`src/rtl/xfe_pkg.sv`:
```
package xfe_pkg;

  typedef enum logic [2:0] {
    RES_BADADDR = 3'd0,
    RES_NOMATCH = 3'd1,
    RES_INVALID = 3'd2,
    RES_DIRTY   = 3'd3,
    RES_XINH    = 3'd4,
    RES_RINH    = 3'd5,
    RES_PRIV    = 3'd6,
    RES_RSVD    = 3'd7
  } xlat_res_e;

  typedef enum logic [1:0] {
    ACC_LOAD  = 2'd0,
    ACC_STORE = 2'd1,
    ACC_FETCH = 2'd2,
    ACC_RSVD  = 2'd3
  } acc_e;

  localparam int EXC_W = 6;
  typedef logic [EXC_W-1:0] exc_t;

  localparam exc_t EXC_PGINV_LD = 6'h01;
  localparam exc_t EXC_PGINV_ST = 6'h02;
  localparam exc_t EXC_PGINV_IF = 6'h03;
  localparam exc_t EXC_PGMOD    = 6'h04;
  localparam exc_t EXC_NOREAD   = 6'h05;
  localparam exc_t EXC_NOEXEC   = 6'h06;
  localparam exc_t EXC_PRIVPG   = 6'h07;
  localparam exc_t EXC_ADDR_IF  = 6'h08;
  localparam exc_t EXC_ADDR_MEM = 6'h09;

  typedef struct packed {
    logic refill;
    exc_t code;
  } fault_dec_t;

endpackage

```
`src/rtl/xfe_code_map.sv`:
```
module xfe_code_map
  import xfe_pkg::*;
(
  input  logic [2:0] res_code,
  input  logic [1:0] acc_type,
  output fault_dec_t dec
);

  exc_t pg_inv_code;
  exc_t addr_code;

  always_comb begin
    unique case (acc_e'(acc_type))
      ACC_STORE: pg_inv_code = EXC_PGINV_ST;
      ACC_FETCH: pg_inv_code = EXC_PGINV_IF;
      default:   pg_inv_code = EXC_PGINV_LD;
    endcase
    addr_code = (acc_e'(acc_type) == ACC_FETCH) ? EXC_ADDR_IF : EXC_ADDR_MEM;
  end

  always_comb begin
    dec.refill = 1'b0;
    unique case (xlat_res_e'(res_code))
      RES_NOMATCH: begin
        dec.refill = 1'b1;
        dec.code   = pg_inv_code;
      end
      RES_INVALID: dec.code = pg_inv_code;
      RES_DIRTY:   dec.code = EXC_PGMOD;
      RES_XINH:    dec.code = EXC_NOEXEC;
      RES_RINH:    dec.code = EXC_NOREAD;
      RES_PRIV:    dec.code = EXC_PRIVPG;
      default:     dec.code = addr_code;
    endcase
  end

endmodule

```
`src/rtl/xfe_addr_fields.sv`:
```
module xfe_addr_fields #(
  parameter int VA_W       = 48,
  parameter int PAGE_SHIFT = 12
) (
  input  logic [VA_W-1:0]              vaddr,
  input  logic                         mode64,
  output logic [VA_W-PAGE_SHIFT-2:0]   vpn,
  output logic [VA_W-1:0]              ehi
);

  localparam int DP      = PAGE_SHIFT + 1;
  localparam int VPN_W   = VA_W - DP;
  localparam int VPN32_W = 32 - DP;
  localparam logic [VA_W-1:0] EHI_MASK = {{VPN_W{1'b1}}, {DP{1'b0}}};

  for (genvar i = 0; i < VPN_W; i++) begin : g_vpn
    if (i < VPN32_W) begin : g_both
      assign vpn[i] = vaddr[i+DP];
    end else begin : g_wide
      assign vpn[i] = vaddr[i+DP] & mode64;
    end
  end

  assign ehi = vaddr & EHI_MASK;

endmodule

```
`src/rtl/xfe_report_regs.sv`:
```
module xfe_report_regs
  import xfe_pkg::*;
#(
  parameter int VA_W  = 48,
  parameter int VPN_W = 35
) (
  input  logic             clk,
  input  logic             rst_n,
  input  logic             fault_valid,
  input  fault_dec_t       dec,
  input  logic [VA_W-1:0]  vaddr,
  input  logic [VPN_W-1:0] vpn,
  input  logic [VA_W-1:0]  ehi,
  input  logic             dbg_hold,
  input  logic             refill_return,
  output logic             strobe_q,
  output exc_t             code_q,
  output logic [VA_W-1:0]  rbad_q,
  output logic [VPN_W-1:0] rvpn_q,
  output logic [VA_W-1:0]  bad_q,
  output logic [VA_W-1:0]  ehi_q,
  output logic             flag_q
);

  logic strobe_d, code_en, rfl_en, bad_en, ehi_en, flag_d;

  always_comb begin
    strobe_d = fault_valid;
    code_en  = fault_valid;
    rfl_en   = fault_valid & dec.refill;
    ehi_en   = fault_valid & ~dec.refill;
    bad_en   = ehi_en & ~dbg_hold;
    if (refill_return)
      flag_d = 1'b0;
    else if (rfl_en)
      flag_d = 1'b1;
    else
      flag_d = flag_q;
  end

  always_ff @(posedge clk or negedge rst_n) begin
    if (!rst_n) begin
      strobe_q <= 1'b0;
      code_q   <= '0;
      rbad_q   <= '0;
      rvpn_q   <= '0;
      bad_q    <= '0;
      ehi_q    <= '0;
      flag_q   <= 1'b0;
    end else begin
      strobe_q <= strobe_d;
      flag_q   <= flag_d;
      if (code_en) code_q <= dec.code;
      if (rfl_en) begin
        rbad_q <= vaddr;
        rvpn_q <= vpn;
      end
      if (ehi_en) ehi_q <= ehi;
      if (bad_en) bad_q <= vaddr;
    end
  end

endmodule

```
`src/rtl/xlat_fault_unit.sv`:
```
module xlat_fault_unit #(
  parameter int VA_W       = 48,
  parameter int PAGE_SHIFT = 12
) (
  input  logic                       clk,
  input  logic                       rst_n,
  input  logic                       fault_valid,
  input  logic [2:0]                 res_code,
  input  logic [1:0]                 acc_type,
  input  logic [VA_W-1:0]            vaddr,
  input  logic                       mode64,
  input  logic                       dbg_hold,
  input  logic                       refill_return,
  output logic                       exc_strobe,
  output logic [5:0]                 exc_code,
  output logic [VA_W-1:0]            refill_badaddr,
  output logic [VA_W-PAGE_SHIFT-2:0] refill_vpn,
  output logic [VA_W-1:0]            badaddr,
  output logic [VA_W-1:0]            entry_hi,
  output logic                       refill_active
);

  localparam int VPN_W = VA_W - PAGE_SHIFT - 1;

  xfe_pkg::fault_dec_t dec;
  logic [VPN_W-1:0]    vpn_c;
  logic [VA_W-1:0]     ehi_c;

  xfe_code_map u_map (
    .res_code (res_code),
    .acc_type (acc_type),
    .dec      (dec)
  );

  xfe_addr_fields #(.VA_W(VA_W), .PAGE_SHIFT(PAGE_SHIFT)) u_fields (
    .vaddr  (vaddr),
    .mode64 (mode64),
    .vpn    (vpn_c),
    .ehi    (ehi_c)
  );

  xfe_report_regs #(.VA_W(VA_W), .VPN_W(VPN_W)) u_regs (
    .clk           (clk),
    .rst_n         (rst_n),
    .fault_valid   (fault_valid),
    .dec           (dec),
    .vaddr         (vaddr),
    .vpn           (vpn_c),
    .ehi           (ehi_c),
    .dbg_hold      (dbg_hold),
    .refill_return (refill_return),
    .strobe_q      (exc_strobe),
    .code_q        (exc_code),
    .rbad_q        (refill_badaddr),
    .rvpn_q        (refill_vpn),
    .bad_q         (badaddr),
    .ehi_q         (entry_hi),
    .flag_q        (refill_active)
  );

endmodule

```
`config.mk`:
```
export PLATFORM = sky130hd
export DESIGN_NAME = xlat_fault_unit
export DESIGN_NICKNAME = d
export VERILOG_FILES = /design/src/rtl/xfe_pkg.sv /design/src/rtl/xfe_code_map.sv /design/src/rtl/xfe_addr_fields.sv /design/src/rtl/xfe_report_regs.sv /design/src/rtl/xlat_fault_unit.sv
export SDC_FILE = /design/constraint.sdc
export NUM_CORES = 1
export LEC_CHECK = 0
export ABC_AREA = 0
export ABC_CLOCK_PERIOD_IN_PS = 1600
export BUFFER_PORTS_ARGS = -buffer_cell sky130_fd_sc_hd__buf_4
export CAP_MARGIN = 30
export CORE_MARGIN = 4
export CORE_UTILIZATION = 52
export CTS_CLUSTER_SIZE = 10
export DETAILED_ROUTE_END_ITERATION = 7
export PLACE_DENSITY = 0.85
export SLEW_MARGIN = 15
export SYNTH_ARGS = -nofsm -noshare
export SYNTH_HDL_FRONTEND = slang
export SYNTH_SLANG_ARGS = --single-unit
export TNS_END_PERCENT = 10
```
`constraint.sdc`:
```
create_clock -name clk -period 1.6 [get_ports clk]
set_input_delay 0.32 -clock clk [delete_from_list [all_inputs] [get_ports clk]]
set_output_delay 0.32 -clock clk [all_outputs]
set_load 0.03 [all_outputs]
```
==> flow_summary.toml <==
[finish]
regArea_mm2 = 0.00383
fillers = 734
most-common-layout-cells = "buf_4 (235), dfrtp_1 (153), mux2_2 (111), nand2_1 (33), mux2_4 (20)"
diodes = 0
areaGrowthSynthToFinish_pct = 39.1
final_common_cell = "buf_4"
fin_area_mm2 = 0.00859
multi_input_area_mm2 = 0.00202
final_nets = 703
drive_gt1_share_pct = 62.4

[timing]
maxSlewViolCount = 0
worst_slack_ns = 0.277
finalCritPeriodShare_pct = 82.7
hold_viol_final = 0
rsz0062_at_grt = "false"
clock_skew_ns = 0
fin_crit_ns = 1.32
finalSetupViolations = 0
tns_ns = 0
timing.fmax_ghz = 0.756

[grt]
grt_pass1_wl_um = 22300
grt_pass1_vias = 4348
grt_max_degree = 45
gr-usage-met1_pct = 25.4
use_met3_pct = 7.92
grt.busiest_layer = "met2"
gr-usage-all-layers_pct = 21.7
grt-ovfl-total = 0
antenna_found_initial = 0
grtUsageMet2_pct = 36.1

[routing]
drtIter0Drc = 261
drtPass1Iterations = 4
wl_um = 14500
drc = 0
num_vias = 4102
viasPerCell = 5.14
avgRoutedWirePerCell_um = 18.1
antenna_left = 0

[die]
core_area_mm2 = 0.0115
dieHeight_um = 117
row_count = 39
start_util_pct = 53.6
ios = 246
die_w_um = 117
dieArea_mm2 = 0.0137

[place]
dp_hpwl_um = 10400
pre_cts_slack_ns = -0.0613
io_buffers = 230
place_area_mm2 = 0.00799
globalplace.congestion = 0.797

[worst_setup_path]
endpoint_kind = "output port"
crit_slowest_cell = "dfrtp_1"
rrSetupSlack_ns = 0.80
path_max_fanout = 3
cp_cell_sequence = "buf_4"
critPathMaxStageDelay_ns = 0.40
critical-path-top-delay-family = "flip-flops"
arrival_ns = 1.00
crit_type = "reg2out"
required_ns = 1.28
start_kind = "flip-flop"
crit_buf_inv = 1

[logic_synthesis]
netlist_instances = 418
synthesis.area_mm2 = 0.00617
ys_types = 26
ys_seq_elements = 153
yosys_warnings = 0
synth-seq-area-share_pct = 62.0
avgSynthCellArea_um2 = 14.8

[run_status]
status = "finished clean"

[clock_network]
path_clk_slew_ns = 0.06
clk_latency_ns = 0.41
cts_tree = "done"
htreeDepth = 4
post_cts_buffers = 0
cts-buffers-inserted = 17
clockBufferDepth = 2
cts-root-buf = "clkbuf_16"
cts_sinks = 153

[hold_path]
hold_class = "in2reg"

[pwr]
powerDensity_mw_per_mm2 = 1510
ir_drop_mv = 0.972
leakagePower_uw = 0.00418

[flow_run]
maxCapViolations = 0
per-stage QoR:
stage / power [uW] / util (%) / instances / hold slack (ns)
6_report: 12900 / 74.6 / 798 / 0.0416
5_1_grt: 13500 / 74.6 / 798 / 0.0297
4_1_cts: 13100 / 74.6 / 798 / 0.0198
3_5_place_dp: 9050 / 69.4 / 765 / 0.244
3_3_place_gp: 8930 / 69.4 / 765 / 0.244
2_1_floorplan: 7440 / - / 432 / 0.0244
kinds of logic after synthesis:
family                     Yosys count  synth area share [%]
AOI/OAI and AO/OA                   22                  1.90
xor gates and xnor gates             2                 0.284
adders and majority gates            2                 0.405
buffers and inverters               59                  6.61
DFF                                153                  62.0
muxes                              131                  25.1
other                                1                0.0607
and+or+nand+nor                     48                  3.63
final timing paths:
path	cells after the start	to	from
worst max-delay path	1	refill_vpn[18]	u_regs.rvpn_q[18]
worst min-delay path	2	u_regs.flag_q	refill_return
worst max register to register	1	u_regs.rvpn_q[8]	u_regs.rvpn_q[8]
worst min register to register	2	u_regs.rvpn_q[27]	u_regs.rvpn_q[27]
max in group asynchronous	3	u_regs.bad_q[45]	rst_n
min in group asynchronous	2	u_regs.rvpn_q[15]	rst_n
sequential cells by signal, indices dropped and copies added, names as in the netlist:
register / flops
u_regs.flag_q: 1
u_regs.bad_q: 48
u_regs.ehi_q: 35
u_regs.code_q: 4
u_regs.strobe_q: 1
u_regs.rbad_q: 29
u_regs.rvpn_q: 35
area by class of cell:
| cell class | instances | share of cell area [%] |
|---|---|---|
| clock inverters | 12 | 1.76 |
| inverters | 4 | 0.175 |
| clock buffers | 20 | 5.08 |
| multi-input cells | 220 | 23.5 |
| well taps | 143 | 2.08 |
| repair buffers | 246 | 22.9 |
| flip-flops and latches | 153 | 44.6 |
power by group:
group          internal [uW]  switching, uW  total (uW)
Combinational           1640           2390        4030
Clock                   2440           1540        3980
Sequential              4530            408        4930
cells in the mapped netlist:
master	count	area, um^2
nor3_1	1	5.00
o21bai_1	1	7.51
nand4bb_1	1	11.3
or2b_1	1	7.51
xor2_1	2	17.5
nor3b_2	2	25.0
buf_6	6	67.6
clkbuf_1	6	22.5
nor2_1	4	15.0
nand2b_1	3	18.8
conb_1	1	3.75
nand3_1	1	5.00
mux2_4	20	300
a21oi_1	3	15.0
buf_4	35	263
ha_1	2	25.0
and3_1	1	6.26
nand2_1	33	124
mux2_2	111	1250
dfrtp_1	153	3830
inv_1	4	15.0
buf_2	8	40.0
o221ai_1	1	8.76
a31oi_1	1	6.26
nor2b_1	1	6.26
o21ai_0	16	80.1
timing repair:
item,4_1_cts,5_1_grt
endpoints found under the hold margin,30,0
hold buffers,1,0
resized for setup,0,0
per-layer routing:
layer | wire length (um) | up-vias
li1 | - | 1833
met1 | 5590 | 2064
met2 | 7310 | 174
met3 | 1200 | 31
met4 | 367 | 0
met5 | 0 | -
(Power assumes the default switching activity.)
